File: src/rtl/hwswap_dma_pkg.sv
package hwswap_dma_pkg;

   typedef enum logic [1:0] {
      ST_IDLE = 2'd0,
      ST_CMD  = 2'd1,
      ST_DATA = 2'd2,
      ST_FIN  = 2'd3
   } xfer_state_t;

endpackage

File: src/rtl/hwswap_addr.sv
module hwswap_addr #(
   parameter int ADDR_W = 32,
   parameter int LEN_W  = 16
) (
   input  logic [ADDR_W-1:0] offset,
   input  logic [ADDR_W-1:0] base,
   input  logic [LEN_W-1:0]  len_in,
   input  logic              swap,
   output logic [ADDR_W-1:0] addr_out,
   output logic [LEN_W-1:0]  len_out,
   output logic              len_zero
);
   logic [ADDR_W-1:0] merged;

   always_comb begin
      merged   = offset | base;
      addr_out = {merged[ADDR_W-1:1], merged[0] & ~swap};
      len_out  = {len_in[LEN_W-1:1], len_in[0] & ~swap};
      len_zero = (len_out == '0);
   end
endmodule

File: src/rtl/hwswap_lane.sv
module hwswap_lane #(
   parameter int DATA_W = 16
) (
   input  logic              swap,
   input  logic [DATA_W-1:0] din,
   output logic [DATA_W-1:0] dout
);
   localparam int HALVES = DATA_W / 16;

   for (genvar h = 0; h < HALVES; h++) begin : g_half
      always_comb begin
         if (swap) dout[16*h +: 16] = {din[16*h +: 8], din[16*h+8 +: 8]};
         else      dout[16*h +: 16] = din[16*h +: 16];
      end
   end
endmodule

File: src/rtl/hwswap_seq.sv
module hwswap_seq
   import hwswap_dma_pkg::*;
#(
   parameter int ADDR_W    = 32,
   parameter int LEN_W     = 16,
   parameter int DATA_W    = 16,
   parameter int MAX_BURST = 64
) (
   input  logic              clk,
   input  logic              rst_n,
   input  logic              req_valid,
   output logic              req_ready,
   input  logic              req_rd,
   input  logic              req_swap,
   input  logic [ADDR_W-1:0] start_addr,
   input  logic [LEN_W-1:0]  start_len,
   input  logic              start_zero,
   output logic              mcmd_valid,
   input  logic              mcmd_ready,
   output logic              mcmd_write,
   output logic [ADDR_W-1:0] mcmd_addr,
   output logic [LEN_W-1:0]  mcmd_len,
   input  logic              beat_fire,
   output logic              beat_last,
   output logic              data_phase,
   output logic              rd_mode,
   output logic              swap_mode,
   output logic              done
);
   localparam int BEAT_BYTES = DATA_W / 8;
   localparam int BEAT_SH    = $clog2(BEAT_BYTES);
   localparam logic [LEN_W-1:0] MAX_LEN  = LEN_W'(MAX_BURST);
   localparam logic [LEN_W:0]   ROUND_UP = (LEN_W+1)'(BEAT_BYTES - 1);

   xfer_state_t       state_q;
   logic [ADDR_W-1:0] addr_q;
   logic [LEN_W-1:0]  rem_q;
   logic [LEN_W-1:0]  beats_q;
   logic              rd_q;
   logic              swap_q;
   logic [LEN_W-1:0]  chunk;
   logic [LEN_W:0]    round_sum;
   logic [LEN_W-1:0]  chunk_beats;
   logic              split;

   always_comb begin
      split       = swap_q && !rd_q && (rem_q > MAX_LEN);
      chunk       = split ? MAX_LEN : rem_q;
      round_sum   = {1'b0, chunk} + ROUND_UP;
      chunk_beats = LEN_W'(round_sum >> BEAT_SH);
   end

   assign req_ready  = (state_q == ST_IDLE);
   assign mcmd_valid = (state_q == ST_CMD);
   assign mcmd_write = !rd_q;
   assign mcmd_addr  = addr_q;
   assign mcmd_len   = chunk;
   assign data_phase = (state_q == ST_DATA);
   assign beat_last  = (beats_q == LEN_W'(1));
   assign rd_mode    = rd_q;
   assign swap_mode  = swap_q;
   assign done       = (state_q == ST_FIN);

   always_ff @(posedge clk or negedge rst_n) begin
      if (!rst_n) begin
         state_q <= ST_IDLE;
         addr_q  <= '0;
         rem_q   <= '0;
         beats_q <= '0;
         rd_q    <= 1'b0;
         swap_q  <= 1'b0;
      end else begin
         unique case (state_q)
            ST_IDLE: begin
               if (req_valid) begin
                  addr_q  <= start_addr;
                  rem_q   <= start_len;
                  rd_q    <= req_rd;
                  swap_q  <= req_swap;
                  state_q <= start_zero ? ST_FIN : ST_CMD;
               end
            end
            ST_CMD: begin
               if (mcmd_ready) begin
                  beats_q <= chunk_beats;
                  addr_q  <= addr_q + ADDR_W'(chunk);
                  rem_q   <= rem_q - chunk;
                  state_q <= ST_DATA;
               end
            end
            ST_DATA: begin
               if (beat_fire) begin
                  beats_q <= beats_q - LEN_W'(1);
                  if (beats_q == LEN_W'(1))
                     state_q <= (rem_q == '0) ? ST_FIN : ST_CMD;
               end
            end
            ST_FIN: state_q <= ST_IDLE;
            default: state_q <= ST_IDLE;
         endcase
      end
   end
endmodule

File: src/rtl/hwswap_dma.sv
module hwswap_dma
   import hwswap_dma_pkg::*;
#(
   parameter int ADDR_W    = 32,
   parameter int LEN_W     = 16,
   parameter int DATA_W    = 16,
   parameter int MAX_BURST = 64
) (
   input  logic              clk,
   input  logic              rst_n,
   input  logic              base_we,
   input  logic [ADDR_W-1:0] base_wdata,
   input  logic              req_valid,
   output logic              req_ready,
   input  logic              req_rd,
   input  logic              req_bypass,
   input  logic [ADDR_W-1:0] req_offset,
   input  logic [LEN_W-1:0]  req_len,
   input  logic              pin_valid,
   output logic              pin_ready,
   input  logic [DATA_W-1:0] pin_data,
   output logic              pout_valid,
   input  logic              pout_ready,
   output logic [DATA_W-1:0] pout_data,
   output logic              mcmd_valid,
   input  logic              mcmd_ready,
   output logic              mcmd_write,
   output logic [ADDR_W-1:0] mcmd_addr,
   output logic [LEN_W-1:0]  mcmd_len,
   output logic              mwd_valid,
   input  logic              mwd_ready,
   output logic [DATA_W-1:0] mwd_data,
   output logic              mwd_last,
   input  logic              mrd_valid,
   output logic              mrd_ready,
   input  logic [DATA_W-1:0] mrd_data,
   output logic              done
);
   localparam int BEAT_BYTES = DATA_W / 8;

   if (DATA_W < 16 || (DATA_W % 16) != 0) begin : g_bad_data_w
      $error("hwswap_dma: DATA_W must be a nonzero multiple of 16");
   end
   if ((MAX_BURST & (MAX_BURST - 1)) != 0 || MAX_BURST < BEAT_BYTES) begin : g_bad_burst
      $error("hwswap_dma: MAX_BURST must be a power of two of at least one beat");
   end
   if (MAX_BURST >= (1 << LEN_W)) begin : g_bad_len_w
      $error("hwswap_dma: MAX_BURST does not fit in LEN_W");
   end
   if (ADDR_W < 2) begin : g_bad_addr_w
      $error("hwswap_dma: ADDR_W too small");
   end

   logic [ADDR_W-1:0] base_q;
   logic [ADDR_W-1:0] start_addr;
   logic [LEN_W-1:0]  start_len;
   logic              start_zero;
   logic              data_phase;
   logic              rd_mode;
   logic              swap_q;
   logic              beat_last;
   logic              beat_fire;

   always_ff @(posedge clk or negedge rst_n) begin
      if (!rst_n)       base_q <= '0;
      else if (base_we) base_q <= base_wdata;
   end

   hwswap_addr #(
      .ADDR_W (ADDR_W),
      .LEN_W  (LEN_W)
   ) u_addr (
      .offset   (req_offset),
      .base     (base_q),
      .len_in   (req_len),
      .swap     (!req_bypass),
      .addr_out (start_addr),
      .len_out  (start_len),
      .len_zero (start_zero)
   );

   hwswap_seq #(
      .ADDR_W    (ADDR_W),
      .LEN_W     (LEN_W),
      .DATA_W    (DATA_W),
      .MAX_BURST (MAX_BURST)
   ) u_seq (
      .clk        (clk),
      .rst_n      (rst_n),
      .req_valid  (req_valid),
      .req_ready  (req_ready),
      .req_rd     (req_rd),
      .req_swap   (!req_bypass),
      .start_addr (start_addr),
      .start_len  (start_len),
      .start_zero (start_zero),
      .mcmd_valid (mcmd_valid),
      .mcmd_ready (mcmd_ready),
      .mcmd_write (mcmd_write),
      .mcmd_addr  (mcmd_addr),
      .mcmd_len   (mcmd_len),
      .beat_fire  (beat_fire),
      .beat_last  (beat_last),
      .data_phase (data_phase),
      .rd_mode    (rd_mode),
      .swap_mode  (swap_q),
      .done       (done)
   );

   always_comb begin
      mwd_valid  = data_phase && !rd_mode && pin_valid;
      pin_ready  = data_phase && !rd_mode && mwd_ready;
      pout_valid = data_phase && rd_mode && mrd_valid;
      mrd_ready  = data_phase && rd_mode && pout_ready;
      mwd_last   = data_phase && !rd_mode && beat_last;
      beat_fire  = rd_mode ? (pout_valid && pout_ready) : (mwd_valid && mwd_ready);
   end

   hwswap_lane #(.DATA_W(DATA_W)) u_wr_lane (
      .swap (swap_q),
      .din  (pin_data),
      .dout (mwd_data)
   );

   hwswap_lane #(.DATA_W(DATA_W)) u_rd_lane (
      .swap (swap_q),
      .din  (mrd_data),
      .dout (pout_data)
   );
endmodule

File: config.mk
export PLATFORM = sky130hd
export DESIGN_NAME = hwswap_dma
export DESIGN_NICKNAME = d
export VERILOG_FILES = /design/src/rtl/hwswap_dma_pkg.sv /design/src/rtl/hwswap_addr.sv /design/src/rtl/hwswap_lane.sv /design/src/rtl/hwswap_seq.sv /design/src/rtl/hwswap_dma.sv
export SDC_FILE = /design/constraint.sdc
export NUM_CORES = 1
export LEC_CHECK = 0
export BUFFER_PORTS_ARGS = -buffer_cell sky130_fd_sc_hd__buf_2
export CORE_ASPECT_RATIO = 1.2
export CORE_MARGIN = 2
export CORE_UTILIZATION = 52
export DETAILED_ROUTE_END_ITERATION = 16
export PLACE_DENSITY = 0.81
export SETUP_SLACK_MARGIN = 0.3
export SLEW_MARGIN = 30
export SYNTH_ARGS = -nofsm -noshare
export SYNTH_HDL_FRONTEND = slang
export SYNTH_SLANG_ARGS = --single-unit
File: constraint.sdc
create_clock -name clk -period 10.7 [get_ports clk]
set_input_delay 0 -clock clk [delete_from_list [all_inputs] [get_ports clk]]
set_output_delay 0 -clock clk [all_outputs]
set_load 0.05 [all_outputs]
Yosys cells after proc, flatten, opt, wreduce, memory -nomap -nowiden. Index checks and enable logic that the tools add are counted.

Register bits after elaboration: 100. Logic and storage cells: 65.

Add/sub/neg operators: 4. Reductions and logical operators: 22. Mux-type cells: 20. $lt $le $gt $ge: 1. Bitwise operators: 3. Eq/ne operators: 8.

Operators with widths (count): 2-to-1 mux 16 bit (7); 2-to-1 mux 32 bit (2); one-hot mux 16 bit (2 select lines) (2); one-hot mux 32 bit (2 select lines) (1); adder 32 x 16 -> 32 bit (1); zero test 16 bit (2); bitwise OR 32 bit (1); adder 16 x 1 -> 17 bit (second input constant) (1); == test 16 x 1 -> 1 bit (second input constant) (1); > comparator 16 x 7 -> 1 bit (second input constant) (1); subtractor 16 x 1 -> 16 bit (second input constant) (1); subtractor 16 bit (1); 2-to-1 mux 2 bit (6); logical AND 1 bit (11); one-hot mux 2 bit (4 select lines) (1); != test 2 x 1 -> 1 bit (second input constant) (3); AND reduction 3 bit (2); == test 2 bit (second input constant) (2); AND reduction 4 bit (1); nonzero test 2 bit (2); bitwise AND 1 bit (2); == test 2 x 1 -> 1 bit (second input constant) (1); zero test 1 bit (2); zero test 2 bit (1); 3 further kinds (3).

Longest topological paths before layout.
Depth after elaboration: 7. Depth in mapped cells: 15. Gate-level depth less buffers: 13.

Cells and area by module. From an unflattened synthesis, not the netlist that was laid out.

Cells, all modules: 845. Area total of the unflattened synthesis: 7489.7 um^2.

Modules (own cells, without submodules): hwswap_seq (area each 5223.8 um^2, cells each 677, times used 1); hwswap_dma (area each 1403.8 um^2, cells each 77, times used 1); hwswap_lane (area each 249.0 um^2, cells each 18, times used 2); hwswap_addr (area each 364.1 um^2, cells each 55, times used 1).

Worst setup path after synthesis. OpenSTA, ideal clock, no wires.

Path type: reg-to-reg. Start point: register u_seq.rem_q[14]. End point: register u_seq.addr_q[26], in the netlist u_seq.mcmd_addr[26]. Period minus slack after synthesis: 4.544 ns. Data arrival time: 4.458 ns. Path buffers: 0. Stages on the path, launching flop included: 14. Setup time: 0.086 ns. Slack: 6.156 ns. Cell sequence: dfrtp_1 > or4_1 > nor3_2 > nand2_1 > a21boi_0 > ha_1 > fa_1 > a211oi_1 > o21ba_2 > o211ai_2 > a21boi_1 > o41ai_1 > a21oi_1 > nor3_1.

Word-level cells in the longest chain between the ends: 6.

Ends and longest elaborated chain: from (decl) (line hwswap_seq.sv:37) `logic [LEN_W-1:0] rem_q;`; from (signal assigned) (line hwswap_seq.sv:77) `rem_q <= start_len;`; from (signal assigned) (line hwswap_seq.sv:87) `rem_q <= rem_q - chunk;`; > comparator 16 x 7 -> 1 bit (line hwswap_seq.sv:47) `split = swap_q && !rd_q && (rem_q > MAX_LEN);`; logical AND 1 bit (line hwswap_seq.sv:47); 2-to-1 mux 16 bit (line hwswap_seq.sv:48) `chunk = split ? MAX_LEN : rem_q;`; net mcmd_len[0] (line hwswap_dma.sv:29) `output logic [LEN_W-1:0] mcmd_len,`; adder 32 x 16 -> 32 bit (line hwswap_seq.sv:86) `addr_q <= addr_q + ADDR_W'(chunk);`; 2-to-1 mux 32 bit (line hwswap_seq.sv:84) `if (mcmd_ready) begin`; one-hot mux 32 bit (2 select lines) (line hwswap_seq.sv:73) `unique case (state_q)`; to (signal assigned) (line hwswap_seq.sv:76) `addr_q <= start_addr;`; to (signal assigned) (line hwswap_seq.sv:86); to (decl) (line hwswap_seq.sv:36) `logic [ADDR_W-1:0] addr_q;`.

The timed path passes the listed nets, and every way through them passes these cells. The select of a mux whose other input is x is not followed. A chain may end at the register's enable or synchronous reset.

Final worst setup path.
Start point: register u_seq.rem_q[1]. End point: register u_seq.addr_q[30], in the netlist u_seq.mcmd_addr[30].

Word-level cells in the longest chain between the ends: 6.

Ends and longest elaborated chain (line): > comparator 16 x 7 -> 1 bit (hwswap_seq.sv:47); logical AND 1 bit (hwswap_seq.sv:47); 2-to-1 mux 16 bit * (hwswap_seq.sv:48); adder 32 x 16 -> 32 bit * (hwswap_seq.sv:86); 2-to-1 mux 32 bit * (hwswap_seq.sv:84); one-hot mux 32 bit (2 select lines) * (hwswap_seq.sv:73).

Every way passes the cells marked *; elsewhere a longest branch is shown, timed or not. The select of a mux whose other input is x is not followed.

==> flow_summary.yaml <==
outcome:
  outcome: "finished, violations left"
  violations: "negative hold slack"
synth:
  synthFlopType: "dfrtp_1"
  synth_area_leader_cell: "dfrtp_1"
  synth.distinct_cells: 75
  synthXorXnorAreaFrac_pct: 2.80
  synth_top_family_by_area: "compound AO/OA/AOI/OAI gates"
  synthAdderAreaFrac_pct: 3.93
  syn_area_sq_um: 6880
  yosysTopAreaCellShare_pct: 36.4
  synthCells: 771
  syn_nets: 915
  seq_area_frac_synth_pct: 36.4
  ys_ff_latch: 100
  synth_simple_gate_area_share_pct: 19.8
  syn-mean-instance-area_sq_um: 8.93
  synth-edff-count: 0
  ys_async_sr_fraction_pct: 100
  synth.area.mux_share_pct: 10.9
  yosys_warnings: 0
  synth_compound_area_share_pct: 22.7
  synthTopCellsByArea: "dfrtp_1 (36%), mux2_2 (10%), o21ai_0 (4.8%), nand2_1 (3.9%), ha_1 (3.6%)"
placement:
  dp_hpwl_mm: 15.9
  io_buffers: 211
  placedInstanceArea_sq_um: 8020
  gp_congestion: 0.959
  placedCellCount: 1110
  preCtsSetupSlack_ns: 6.37
critical_path:
  r2r-start: "u_seq.rem_q[1]"
  crit_start: "u_seq.rem_q[1]"
  worstPathMaxFanout: 24
  startpoint_type: "flip-flop"
  worstSetupEndpointType: "flip-flop"
  reg2reg_depth: 12
  reg2reg_slack_ns: 6.25
  crit_end: "u_seq.mcmd_addr[30]"
  critPathKind: "reg2reg"
  reg2reg_to: "u_seq.mcmd_addr[30]"
  crit_arrival_ns: 4.69
  worstPathRequired_ns: 10.94
power_and_ir_drop:
  p_leak_uw: 0.00390
  power_per_cell_area_nw_per_um2: 340
  peakVddDrop_v: 0.000180
min_path:
  hp-start: "req_offset[11]"
  holdCritPathClass: "in2reg"
clock_tree:
  cts_hold_buf: 59
  clockRootBuffer: "clkbuf_16"
  post_cts_buffers: 0
  clockBufferDepth: 2
  cts_resized: 0
  clkSinkCount: 100
  clkTransAtPathRegs_ns: 0.08
  tritoncts: "yes"
  clock_latency_ns: 0.35
  numCtsBuffers: 9
  htreeDepth: 3
sta:
  fin_ws_ns: 6.25
  fin_worst_skew_ns: 0.00715
  finalCritPeriodShare_pct: 41.6
  slew_violations: 0
  max_freq_mhz: 225
  period_minus_slack_ns: 4.45
  setup_violations: 0
  rsz0062_at_grt: "no"
  relSlewSlack_pct: 43.8
  hold_viol: 1
  tightest_slew_ns: 0.841
  holdWs_ns: -0.000107
  fin_tns_setup_ns: 0
floorplanning:
  die_x_microns: 109
  start_util_pct: 52.7
  die_h_microns: 130
  core_region_area_sq_um: 13100
  ioPinCount: 212
  rows: 46
  dieArea_sq_um: 14200
grt:
  antenna_found_initial: 1
  grt_pass1_vias: 6957
  grt_usage_pct: 31.9
  grt_max_degree: 69
  grt_pass1_wl_mm: 35.5
  gr-total-overflow: 0
final_layout:
  drive_gt1_share_pct: 31.1
  instances_no_fill: 1186
  postLayoutCellArea_sq_um: 8900
  area.growth.synth_to_final_pct: 29.2
  nets: 1156
routing:
  routedWlPerCell_microns: 19.3
  vias: 7359
  drt_first_iter_violations: 645
  wirelength_mm: 22.9
  first_pass_iters: 5
  vias_per_cell: 6.20
  drc_errors: 0
  ant_nets: 0
flow_run:
  cap_violations: 0
-- critical path, cell delays in order, from the launching register on --
cell	delay, ns
dfrtp_1	0.48
or4_1	0.71
o31ai_4	0.24
a31o_4	0.35
and2_1	0.26
ha_1	0.31
a211oi_1	0.36
o21ba_2	0.22
o211ai_2	0.15
a21boi_1	0.69
nor3_1	0.15
mux2i_1	0.16
a221oi_1	0.26
-- sequential cells by signal (all words and copies together) (netlist names) --
register         flops
base_q              32
u_seq.mcmd_addr     32
u_seq.beats_q       16
u_seq.rem_q         16
u_seq.state_q        2
u_seq.rd_mode        1
u_seq.swap_mode      1
-- layout by cell type, fill, tap and decap left out, types with 5 or more instances in the layout --
cell type	n
nor3_1	24
nand2_1	71
nor4_1	9
o21ai_0	66
o21a_1	6
dfrtp_1	100
and3_1	16
inv_1	10
a311oi_1	7
a21o_1	7
or3_1	11
mux2_2	64
dlygate4sd3_1	59
o21ai_1	5
nand4_1	12
nand3_1	21
a211oi_1	6
xnor2_1	13
xor2_1	9
a21oi_1	45
ha_1	20
o32ai_1	5
and2_1	14
nor2_1	49
a31oi_1	20
clkbuf_16	9
o311ai_0	6
or4_1	9
nand2b_1	8
a22o_1	5
o211ai_1	8
buf_4	8
o221ai_1	6
buf_2	210
-- power by group --
part	total (uW)	switching, uW	internal, uW
clock	321	158	162
sequential	716	202	515
combinational	1990	1360	634
-- kinds of logic (layout without fill, tap and decap cells) --
logic type | count (synthesis) | after routing
simple gates | 265 | 265
fa+ha+maj | 21 | 21
other cells | 1 | 2
buf+inv | 58 | 304
flops | 100 | 100
xor+xnor | 22 | 22
compound gates | 237 | 237
mux | 67 | 67
-- synth_stat cells (all sizes together) (13+ instances only) --
master / count
mux2: 64
buf: 14
nand2: 71
ha: 20
nor2: 52
a21oi: 47
clkbuf: 34
dfrtp: 100
xnor2: 13
and3: 16
and2: 16
a31oi: 20
o21ai: 71
nor3: 26
nand3: 21
-- how the worst min path moves through the flow --
stage / endpoint / slack, ns / cells past startpoint
floorplan: base_q[0] / -0.30 / 0
finish: u_seq.mcmd_addr[11] / -0.0001 / 3
global placement: base_q[11] / -0.03 / 1
detailed placement: base_q[11] / -0.02 / 1
global route: u_seq.rem_q[14] / 0.01 / 3
CTS: u_seq.mcmd_addr[10] / 0.002 / 3
-- cell type report --
type                    instances  area, sq um
diodes                          1         2.50
well taps                     168          210
clock inverters                 7         58.8
clock buffers                   9          225
fillers                      1017         4170
flip-flops and latches        100         2500
repair buffers                278         1710
multi-input cells             613         4150
inverters                      10         37.5
-- routing by layer --
metal,track usage [%],part of all wire [%]
met1,40.6,39
met2,54.0,50
met3,5.59,6.6
met4,12.0,3.9
met5,0,0
-- through the flow --
step,power (uW),util (%)
floorplan,2170,-
global placement,2630,61.3
detailed placement,2650,61.3
CTS,3000,68.0
global route,3220,68.1
finish,3030,68.1
Power figures use the tool's default switching activity.
